### src/rtl/sp_entry_pkg.sv
`timescale 1ns/1ps
package sp_entry_pkg;
  localparam int NIB_W   = 4;
  localparam int CHAIN_W = NIB_W + 1;

  // bit 0 is the completion stage, bits CHAIN_W-1:1 the data stages
  typedef logic [CHAIN_W-1:0] chain_t;

  function automatic chain_t chain_init();
    chain_t c;
    c = '0;
    c[CHAIN_W-1] = 1'b1;
    return c;
  endfunction

  function automatic chain_t chain_shift(input chain_t c, input logic b);
    return {b, c[CHAIN_W-1:1]};
  endfunction

  function automatic chain_t chain_load(input logic [NIB_W-1:0] d);
    return {d, 1'b1};
  endfunction

  function automatic logic chain_full(input chain_t c);
    return c[0];
  endfunction

  function automatic logic [NIB_W-1:0] chain_data(input chain_t c);
    return c[CHAIN_W-1:1];
  endfunction
endpackage

### src/rtl/sp_sync.sv
`timescale 1ns/1ps
module sp_sync #(
  parameter int W = 1,
  parameter int STAGES = 2,
  parameter logic [W-1:0] RST_VAL = '0
) (
  input  logic         clk,
  input  logic         rst_n,
  input  logic [W-1:0] d,
  output logic [W-1:0] q
);
  localparam int TOT = W * STAGES;
  logic [TOT-1:0] sh;

  generate
    if (STAGES == 1) begin : g_one
      always_ff @(posedge clk or negedge rst_n) begin
        if (!rst_n) sh <= RST_VAL;
        else        sh <= d;
      end
    end else begin : g_many
      always_ff @(posedge clk or negedge rst_n) begin
        if (!rst_n) sh <= {STAGES{RST_VAL}};
        else        sh <= {sh[TOT-W-1:0], d};
      end
    end
  endgenerate

  assign q = sh[TOT-1 -: W];
endmodule

### src/rtl/sp_chain.sv
`timescale 1ns/1ps
module sp_chain
  import sp_entry_pkg::*;
(
  input  logic             clk,
  input  logic             rst_n,
  input  logic             reinit,
  input  logic             load_lvl,
  input  logic [NIB_W-1:0] load_data,
  input  logic             shift_ev,
  input  logic             shift_bit,
  output chain_t           chain_q,
  output logic             full
);
  chain_t chain_d;

  always_comb begin
    chain_d = chain_q;
    if (reinit)
      chain_d = chain_init();
    else if (load_lvl)
      chain_d = chain_load(load_data);
    else if (shift_ev && !chain_full(chain_q))
      chain_d = chain_shift(chain_q, shift_bit);
  end

  always_ff @(posedge clk or negedge rst_n) begin
    if (!rst_n) chain_q <= chain_init();
    else        chain_q <= chain_d;
  end

  assign full = chain_full(chain_q);

  // state seen at the first edge after reset release is the initial one
  a_r1_reset_init: assert property (@(posedge clk)
    $rose(rst_n) |-> (chain_q == chain_init()));

  // a full word only changes by reload or re-initialisation
  a_r4_full_holds: assert property (@(posedge clk) disable iff (!rst_n)
    (full && !reinit && !load_lvl) |=> $stable(chain_q));
endmodule

### src/rtl/sp_xfer_ctrl.sv
`timescale 1ns/1ps
module sp_xfer_ctrl (
  input  logic clk,
  input  logic rst_n,
  input  logic xfer_n,
  input  logic full,
  input  logic stack_ready,
  input  logic load_s,
  output logic stack_wr,
  output logic done_q,
  output logic reinit
);
  logic wr_fire;

  assign wr_fire = !xfer_n && full && stack_ready && !done_q;
  assign reinit  = done_q && !load_s;

  always_ff @(posedge clk or negedge rst_n) begin
    if (!rst_n) begin
      done_q   <= 1'b0;
      stack_wr <= 1'b0;
    end else begin
      stack_wr <= wr_fire;
      if (wr_fire)     done_q <= 1'b1;
      else if (reinit) done_q <= 1'b0;
    end
  end

  // write strobe lasts one cycle
  a_r6_single_pulse: assert property (@(posedge clk) disable iff (!rst_n)
    stack_wr |=> !stack_wr);

  // a write needs a full word, a request and a free stack slot
  a_r7_needs_ready: assert property (@(posedge clk) disable iff (!rst_n)
    stack_wr |-> $past(stack_ready && full && !xfer_n));

  // while load stays high after a write, the word remains full
  a_r9_hold_on_load: assert property (@(posedge clk) disable iff (!rst_n)
    (done_q && load_s) |=> full);

  // once load is low after a write, the register empties
  a_r6_reinit: assert property (@(posedge clk) disable iff (!rst_n)
    (done_q && !load_s) |=> !full);
endmodule

### src/rtl/sp_entry_reg.sv
`timescale 1ns/1ps
module sp_entry_reg
  import sp_entry_pkg::*;
#(
  parameter int SYNC_STAGES = 2
) (
  input  logic             clk,
  input  logic             rst_n,
  input  logic             load,
  input  logic [NIB_W-1:0] din,
  input  logic             ser_din,
  input  logic             ser_clk,
  input  logic             ser_en_n,
  input  logic             xfer_n,
  input  logic             stack_ready,
  output logic [NIB_W-1:0] nibble,
  output logic             stack_wr,
  output logic             full_n
);
  localparam int SW = NIB_W + 4;
  localparam logic [SW-1:0] SYNC_RST = SW'(2);  // serial enable idles high

  logic [SW-1:0]    raw_in, syn;
  logic [NIB_W-1:0] din_s;
  logic             sclk_s, sdin_s, sen_n_s, load_s;
  logic             sclk_prev, sclk_fall, shift_ev;
  logic             done_q, reinit, full, load_lvl;
  chain_t           chain_q;

  assign raw_in = {din, ser_clk, ser_din, ser_en_n, load};

  sp_sync #(.W(SW), .STAGES(SYNC_STAGES), .RST_VAL(SYNC_RST)) i_sync (
    .clk(clk), .rst_n(rst_n), .d(raw_in), .q(syn));

  assign {din_s, sclk_s, sdin_s, sen_n_s, load_s} = syn;

  always_ff @(posedge clk or negedge rst_n) begin
    if (!rst_n) sclk_prev <= 1'b0;
    else        sclk_prev <= sclk_s;
  end

  assign sclk_fall = sclk_prev && !sclk_s;
  assign shift_ev  = sclk_fall && !sen_n_s && !load_s;
  assign load_lvl  = load_s && !done_q;

  sp_chain i_chain (
    .clk(clk), .rst_n(rst_n), .reinit(reinit), .load_lvl(load_lvl),
    .load_data(din_s), .shift_ev(shift_ev), .shift_bit(sdin_s),
    .chain_q(chain_q), .full(full));

  sp_xfer_ctrl i_ctrl (
    .clk(clk), .rst_n(rst_n), .xfer_n(xfer_n), .full(full),
    .stack_ready(stack_ready), .load_s(load_s), .stack_wr(stack_wr),
    .done_q(done_q), .reinit(reinit));

  assign nibble = chain_data(chain_q);
  assign full_n = !full;

  // a disabled serial clock never moves a partial word
  a_r3_en_gate: assert property (@(posedge clk) disable iff (!rst_n)
    (sclk_fall && sen_n_s && !load_s && !done_q) |=> $stable(nibble));

  // a shift into a partial word takes the synchronised data bit at the head
  a_r2_head_bit: assert property (@(posedge clk) disable iff (!rst_n)
    (shift_ev && !full && !done_q) |=> (nibble[NIB_W-1] == $past(sdin_s)));
endmodule

### config.mk
export PLATFORM = sky130hd
export DESIGN_NAME = sp_entry_reg
export DESIGN_NICKNAME = d
export VERILOG_FILES = /design/src/rtl/sp_entry_pkg.sv /design/src/rtl/sp_sync.sv /design/src/rtl/sp_chain.sv /design/src/rtl/sp_xfer_ctrl.sv /design/src/rtl/sp_entry_reg.sv
export SDC_FILE = /design/constraint.sdc
export NUM_CORES = 1
export LEC_CHECK = 0
export ABC_CLOCK_PERIOD_IN_PS = 1800
export BUFFER_PORTS_ARGS = -buffer_cell sky130_fd_sc_hd__buf_2
export CAP_MARGIN = 0
export CORE_ASPECT_RATIO = 1.4
export CORE_MARGIN = 2
export CORE_UTILIZATION = 36
export CTS_CLUSTER_SIZE = 30
export DETAILED_ROUTE_END_ITERATION = 12
export PLACE_DENSITY = 0.56
export SETUP_SLACK_MARGIN = 0.15
export SYNTH_ARGS = -nofsm -noshare
export SYNTH_HDL_FRONTEND = slang
export SYNTH_SLANG_ARGS = --single-unit
### constraint.sdc
create_clock -name clk -period 1.8 [get_ports clk]
set_clock_uncertainty 0.1 [all_clocks]
set_input_delay 0.36 -clock clk [delete_from_list [all_inputs] [get_ports clk]]
set_output_delay 0.36 -clock clk [all_outputs]
set_load 0.005 [all_outputs]
==> impl_metrics.env, run 1 <==
export IMPL_status="complete, no violations"
export IMPL_synth_compound_area_frac=0.0878
export IMPL_antenna_found_initial=0
export IMPL_path_cells="or4b_4, nor2_2, o211ai_1"
export IMPL_seq_area_frac_synth=0.719
export IMPL_syn_to_final_growth_pct=17.0
export IMPL_htreeDepth=1
export IMPL_hold_ws_ps=35.4
export IMPL_postRouteAntennaNets=0
export IMPL_path_class="reg -> reg"
export IMPL_grt_ovfl_total=0
export IMPL_setup_viol=0
export IMPL_rsz0062_at_grt="no"
export IMPL_fmax_mhz=660
export IMPL_layout_drive_gt1_share=0.400
export IMPL_crit_slowest_cell="or4b_4"
export IMPL_ff2ff_path_depth=3
export IMPL_fin_setup_tns_ps=0
export IMPL_synth_nets=67
export IMPL_clk_pin_slew_ps=120
export IMPL_cts_tree="done"
export IMPL_viasPerCell=5.08
export IMPL_yosysWarnings=0
export IMPL_synth_seq_cells=24
export IMPL_worstHoldPathType="in -> reg"
export IMPL_r2r_start="i_sync.sh[8]"
export IMPL_routed_wl_mm=1.29
export IMPL_finalMaxSlewViolations=0
export IMPL_crit_path_end_kind="flip-flop"
export IMPL_avgSynthCellArea_sq_um=15.3
export IMPL_postCtsSetupRepairBufs=0
export IMPL_dp_cells=92
export IMPL_drt_iter0_drc=5
export IMPL_worstPathMaxFanout=10
export IMPL_syn_area_sq_um=841
export IMPL_grt_pass1_wl_mm=2.21
export IMPL_synth_simple_area_share=0.131
export IMPL_maxCapViolCount=0
export IMPL_synth_area_leaders="dfrtp_1, dfstp_2, nor4b_4, o211ai_1, mux2i_1"
export IMPL_top_level_ports=18
export IMPL_design_area_sq_um=983
export IMPL_critPathTopFamily="simple AND/OR/NAND/NOR gates"
export IMPL_hold_start="ser_en_n"
export IMPL_cp_start_kind="flip-flop"
export IMPL_diodes=0
export IMPL_cts_hold_buf=1
export IMPL_cp_depth=3
export IMPL_synth_top_area_share=0.625
export IMPL_via_count=493
export IMPL_die_y_microns=61.2
export IMPL_power_frac_seq=0.618
export IMPL_path_buf_inv=0
export IMPL_crit_arrival_ps=1610
export IMPL_synth_xor_area_frac=0.0104
export IMPL_grt_max_degree=25
export IMPL_nets=88
export IMPL_post_route_period_util=0.841
export IMPL_syn_inst=55
export IMPL_synth_top_family_by_area="simple AND/OR/NAND/NOR gates"
export IMPL_relSlewSlack=0.659
export IMPL_r2r_end="i_chain.chain_q[2]"
export IMPL_p_int_uw=783
export IMPL_port_buffers=17
export IMPL_switchingPower_uw=264
export IMPL_p_leak_uw=0.000446
export IMPL_clkLatencyLatePin_ps=310
export IMPL_core_area_sq_um=2200
export IMPL_report_power_total_uw=1050
export IMPL_dpl_hpwl_microns=929
export IMPL_clockRootBuffer="clkbuf_4"
export IMPL_synth_adder_area_share=0
export IMPL_routedWlPerCell_microns=13.3
export IMPL_drt_pass1_iterations=3
export IMPL_cts_sink_count=24
export IMPL_dpl_instance_area_sq_um=937
export IMPL_hold_viol=0
export IMPL_grt_pass1_vias=515
export IMPL_route_detailed_drc=0
export IMPL_cts_resized=0
export IMPL_worstMarginPinSlew_ps=511
export IMPL_fp_dieW_microns=44.8
export IMPL_grt_usage=0.117
export IMPL_ir_drop_mv=0.546
export IMPL_p_comb_frac=0.124
export IMPL_worstSetupEndpoint="i_chain.chain_q[2]"
export IMPL_p_per_area_nw_per_um2=1070
export IMPL_place_congestion=0.803
export IMPL_crit_required_ps=1890
export IMPL_std_cell_rows=20
export IMPL_cts_path_max_buffers=2
export IMPL_yosysTopAreaCell="dfrtp_1"
export IMPL_swShare=0.252
export IMPL_die_area_sq_um=2740
export IMPL_synthMuxAreaShare=0.0238
export IMPL_final_cells=97
export IMPL_power_share_clock=0.258
export IMPL_worstSetupStartpoint="i_sync.sh[8]"
export IMPL_slowest_delay_ps=550
export IMPL_start_util=0.382
export IMPL_reg2reg_slack_ps=290
export IMPL_numCtsBuffers=3
export IMPL_fin_crit_ps=1510
export IMPL_synth_cell_type_count=25
-- cell usage in the layout, fill, tap and decap left out --
cell type      instances
clkbuf_8               1
nor2_1                 1
mux2i_1                2
nor2b_1                1
inv_1                  1
inv_2                  1
a21o_1                 1
clkbuf_4               3
nor2_2                 1
o21ai_2                1
o21ai_1                1
nand4_1                2
xnor2_1                1
nand2_1                3
o211ai_1               3
a21oi_1                1
or4b_4                 1
dlygate4sd3_1          1
nor3b_1                1
buf_2                 17
nand3_1                2
a32oi_1                2
nor4b_4                1
a211oi_1               1
dfrtp_1               21
nor4b_2                1
dfstp_2                3
-- layout make-up --
class	instances	area, sq um
inverter	2	7.51
tap	22	27.5
clock buffer	4	36.3
fill	215	1220
timing repair buffer	18	95.1
multi-input combinational	27	213
sequential	24	604
-- cell families (layout without fill, tap and decap cells) --
logic type | count (synthesis) | count (layout)
XOR/XNOR | 1 | 1
AO/OA/AOI/OAI | 10 | 10
multiplexers | 2 | 2
AND/OR/NAND/NOR | 14 | 14
buffers and inverters | 4 | 24
flip-flops | 24 | 24
-- through the flow --
step                setup slack [ps]  utilization
floorplan                        381            -
global placement                 329        0.426
detailed placement               291        0.426
CTS                              283        0.447
global route                     188        0.447
finish                           286        0.447
-- sequential cells by signal (all words and copies together), names as in the netlist --
name,count
i_sync.sh,16
i_chain.chain_q,5
i_ctrl.done_q,1
i_ctrl.stack_wr,1
sclk_prev,1
-- synth_stat cells --
master	n
or4b_4	1
o211ai_1	3
nor2_2	1
a21oi_1	1
nor3b_1	1
nor2_1	1
a21o_1	1
nand4_1	2
nand2_1	3
buf_2	1
inv_1	1
inv_2	1
xnor2_1	1
o21ai_2	1
dfstp_2	3
a32oi_1	2
dfrtp_1	21
nor4b_4	1
nand3_1	2
mux2i_1	2
nor4b_2	1
a211oi_1	1
nor2b_1	1
buf_6	1
o21ai_1	1
-- per-layer routing --
metal	track usage	up-vias	part of all wire
met5	0	-	0
met3	0.0176	4	0.051
met2	0.195	17	0.52
li1	-	236	-
met1	0.125	236	0.40
met4	0.109	0	0.030
-- worst min-delay path by stage --
| stage | endpoint | depth (start not counted) | slack [ps] |
|---|---|---|---|
| 3_3_place_gp | i_sync.sh[14] | 0 | 230 |
| 2_1_floorplan | i_chain.chain_q[0] | 0 | -40 |
| 3_5_place_dp | i_sync.sh[8] | 0 | 230 |
| 6_report | i_sync.sh[1] | 1 | 40 |
| 5_1_grt | i_sync.sh[1] | 1 | 6 |
| 4_1_cts | i_sync.sh[1] | 1 | 20 |
-- power by group through the flow --
stage	clock network [uW]	registers (uW)	logic, uW
floorplan	0	637	87.5
global placement	0	657	129
detailed placement	0	659	131
CTS	287	648	133
global route	303	657	147
finish	270	648	130
No activity file was read; power rests on OpenSTA's default activity.
==> run 2, diff against run 1 <==
ABC_CLOCK_PERIOD_IN_PS = 1300   (was 1800)
PLACE_DENSITY = 0.58   (was 0.56)
clock period = 1.3 ns   (was 1.8 ns; I/O delays follow)
==> run 2 against run 1 <==
Against the previous run:
- the run now ends with setup timing left
- non-clock buffer count up 19
- wire length grew 17%
- die area unchanged
- clock power up 17%
- setup slack got worse by 400 ps
- sequential cell count did not move
- hold slack improved by 4.6 ps
- highest routed layer unchanged
- first-iteration DRC count grew to 2.6 times the previous value
- largest power group unchanged
- largest cell class unchanged
- global-route usage increased by 0.72 points
==> impl_metrics.env, run 2 (synthesized netlist as in run 1, its figures left out) <==
export IMPL_largest_register="i_sync.sh"
export IMPL_routed_wl_mm=1.51
export IMPL_dpl_instance_area_sq_um=967
export IMPL_largest_reg_flops=16
export IMPL_crit_arrival_ps=1510
export IMPL_rsz0062_at_grt="yes"
export IMPL_r2r_start="i_sync.sh[11]"
export IMPL_grt_max_degree=25
export IMPL_worstPathMaxFanout=3
export IMPL_clockRootBuffer="clkbuf_4"
export IMPL_grt_ovfl_total=0
export IMPL_nets=107
export IMPL_design_area_sq_um=1190
export IMPL_drt_pass1_iterations=4
export IMPL_final_common_cell="dfrtp_1"
export IMPL_status="complete, but fails checks"
export IMPL_port_buffers=17
export IMPL_worstHoldPathType="in -> reg"
export IMPL_finalMaxSlewViolations=0
export IMPL_ir_drop_mv=0.786
export IMPL_dpl_hpwl_microns=992
export IMPL_cp_start_kind="flip-flop"
export IMPL_numCtsBuffers=3
export IMPL_fin_setup_tns_ps=-479
export IMPL_std_cell_rows=20
export IMPL_cts_path_max_buffers=2
export IMPL_grt_pass1_wl_mm=2.37
export IMPL_path_class="reg -> reg"
export IMPL_worstMarginPinSlew_ps=507
export IMPL_grt_usage=0.124
export IMPL_layout_drive_gt1_share=0.468
export IMPL_viasPerCell=5.09
export IMPL_relSlewSlack=0.662
export IMPL_postRouteAntennaNets=0
export IMPL_place_congestion=0.779
export IMPL_clk_pin_slew_ps=120
export IMPL_cts_sink_count=24
export IMPL_routedWlPerCell_microns=13.0
export IMPL_antenna_found_initial=0
export IMPL_die_area_sq_um=2740
export IMPL_p_per_area_nw_per_um2=1300
export IMPL_setup_viol=5
export IMPL_place_ws_ps=-104
export IMPL_top_regs="i_sync.sh: 16 flops, i_chain.chain_q: 5 flops"
export IMPL_violations="setup timing"
export IMPL_via_count=591
export IMPL_hold_depth=2
export IMPL_worst_slack_ps=-115
export IMPL_fp_dieW_microns=44.8
export IMPL_hold_viol=0
export IMPL_reg2reg_slack_ps=-120
export IMPL_diodes=0
export IMPL_crit_required_ps=1390
export IMPL_fmax_mhz=707
export IMPL_min_to="i_ctrl.stack_wr"
export IMPL_final_cell_mix="dfrtp_1, buf_2, dlygate4sd3_1"
export IMPL_route_detailed_drc=0
export IMPL_top_level_ports=18
export IMPL_ff2ff_path_depth=3
export IMPL_clkLatencyLatePin_ps=300
export IMPL_r2r_end="i_chain.chain_q[3]"
export IMPL_maxCapViolCount=0
export IMPL_p_leak_uw=0.000543
export IMPL_start_util=0.382
export IMPL_cts_tree="done"
export IMPL_drt_iter0_drc=13
export IMPL_fin_crit_ps=1420
export IMPL_grt_pass1_vias=582
export IMPL_htreeDepth=1
export IMPL_post_route_period_util=1.09
export IMPL_hold_start="xfer_n"
export IMPL_crit_path_end_kind="flip-flop"
export IMPL_die_y_microns=61.2
export IMPL_core_area_sq_um=2200
export IMPL_syn_to_final_growth_pct=41.4
## run 2: timing repair
item | 4_1_cts | 5_1_grt
hold endpoints to repair | 29 | 0
resized for setup | 8 | 3
endpoints found under the setup margin | 12 | 12
pin swaps | 4 | 4
hold buffers | 9 | 0
setup buffers | 6 | 1
## run 2: per-layer routing
metal | track usage | share of wire | vias up
li1 | - | - | 274
met1 | 0.130 | 0.38 | 292
met2 | 0.207 | 0.55 | 19
met3 | 0.0176 | 0.038 | 6
met4 | 0.122 | 0.029 | 0
met5 | 0 | 0 | -
## run 2: how the worst max path moves through the flow
stage	slack [ps]	to	startpoint
after floorplan	-120	i_chain.chain_q[3]	i_sync.sh[8]
after global placement	-80	i_chain.chain_q[1]	i_sync.sh[11]
after detailed placement	-100	i_chain.chain_q[2]	i_sync.sh[11]
after CTS	-100	i_chain.chain_q[3]	i_sync.sh[9]
after global routing	-190	i_chain.chain_q[3]	i_sync.sh[11]
final	-120	i_chain.chain_q[3]	i_sync.sh[11]
## run 2: report_power, final
| part | internal [uW] | switching [uW] |
|---|---|---|
| Clock | 119 | 197 |
| Sequential | 823 | 58.5 |
| Combinational | 192 | 153 |
| Total | 1130 | 409 |
## run 2: cell type report
type,count,area (sq um)
Multi-Input combinational cell,27,244
Inverter,2,10.0
Sequential cell,24,606
Clock buffer,4,26.3
Tap cell,22,27.5
Timing Repair Buffer,37,275
Fill cell,197,1010
## run 2: critical path: stages (launching register included)
cell	delay, ps
dfrtp_1	420
or4b_4	560
o21ai_1	140
o211ai_1	90
## run 2: metrics by stage
stage,std cells,hold WS (ps),total power [uW],util
after floorplan,55,-136,1000,-
after global placement,96,160,1100,0.439
after detailed placement,96,167,1100,0.439
after CTS,115,22.8,1540,0.530
after global routing,116,12.7,1630,0.540
final,116,40.0,1540,0.540
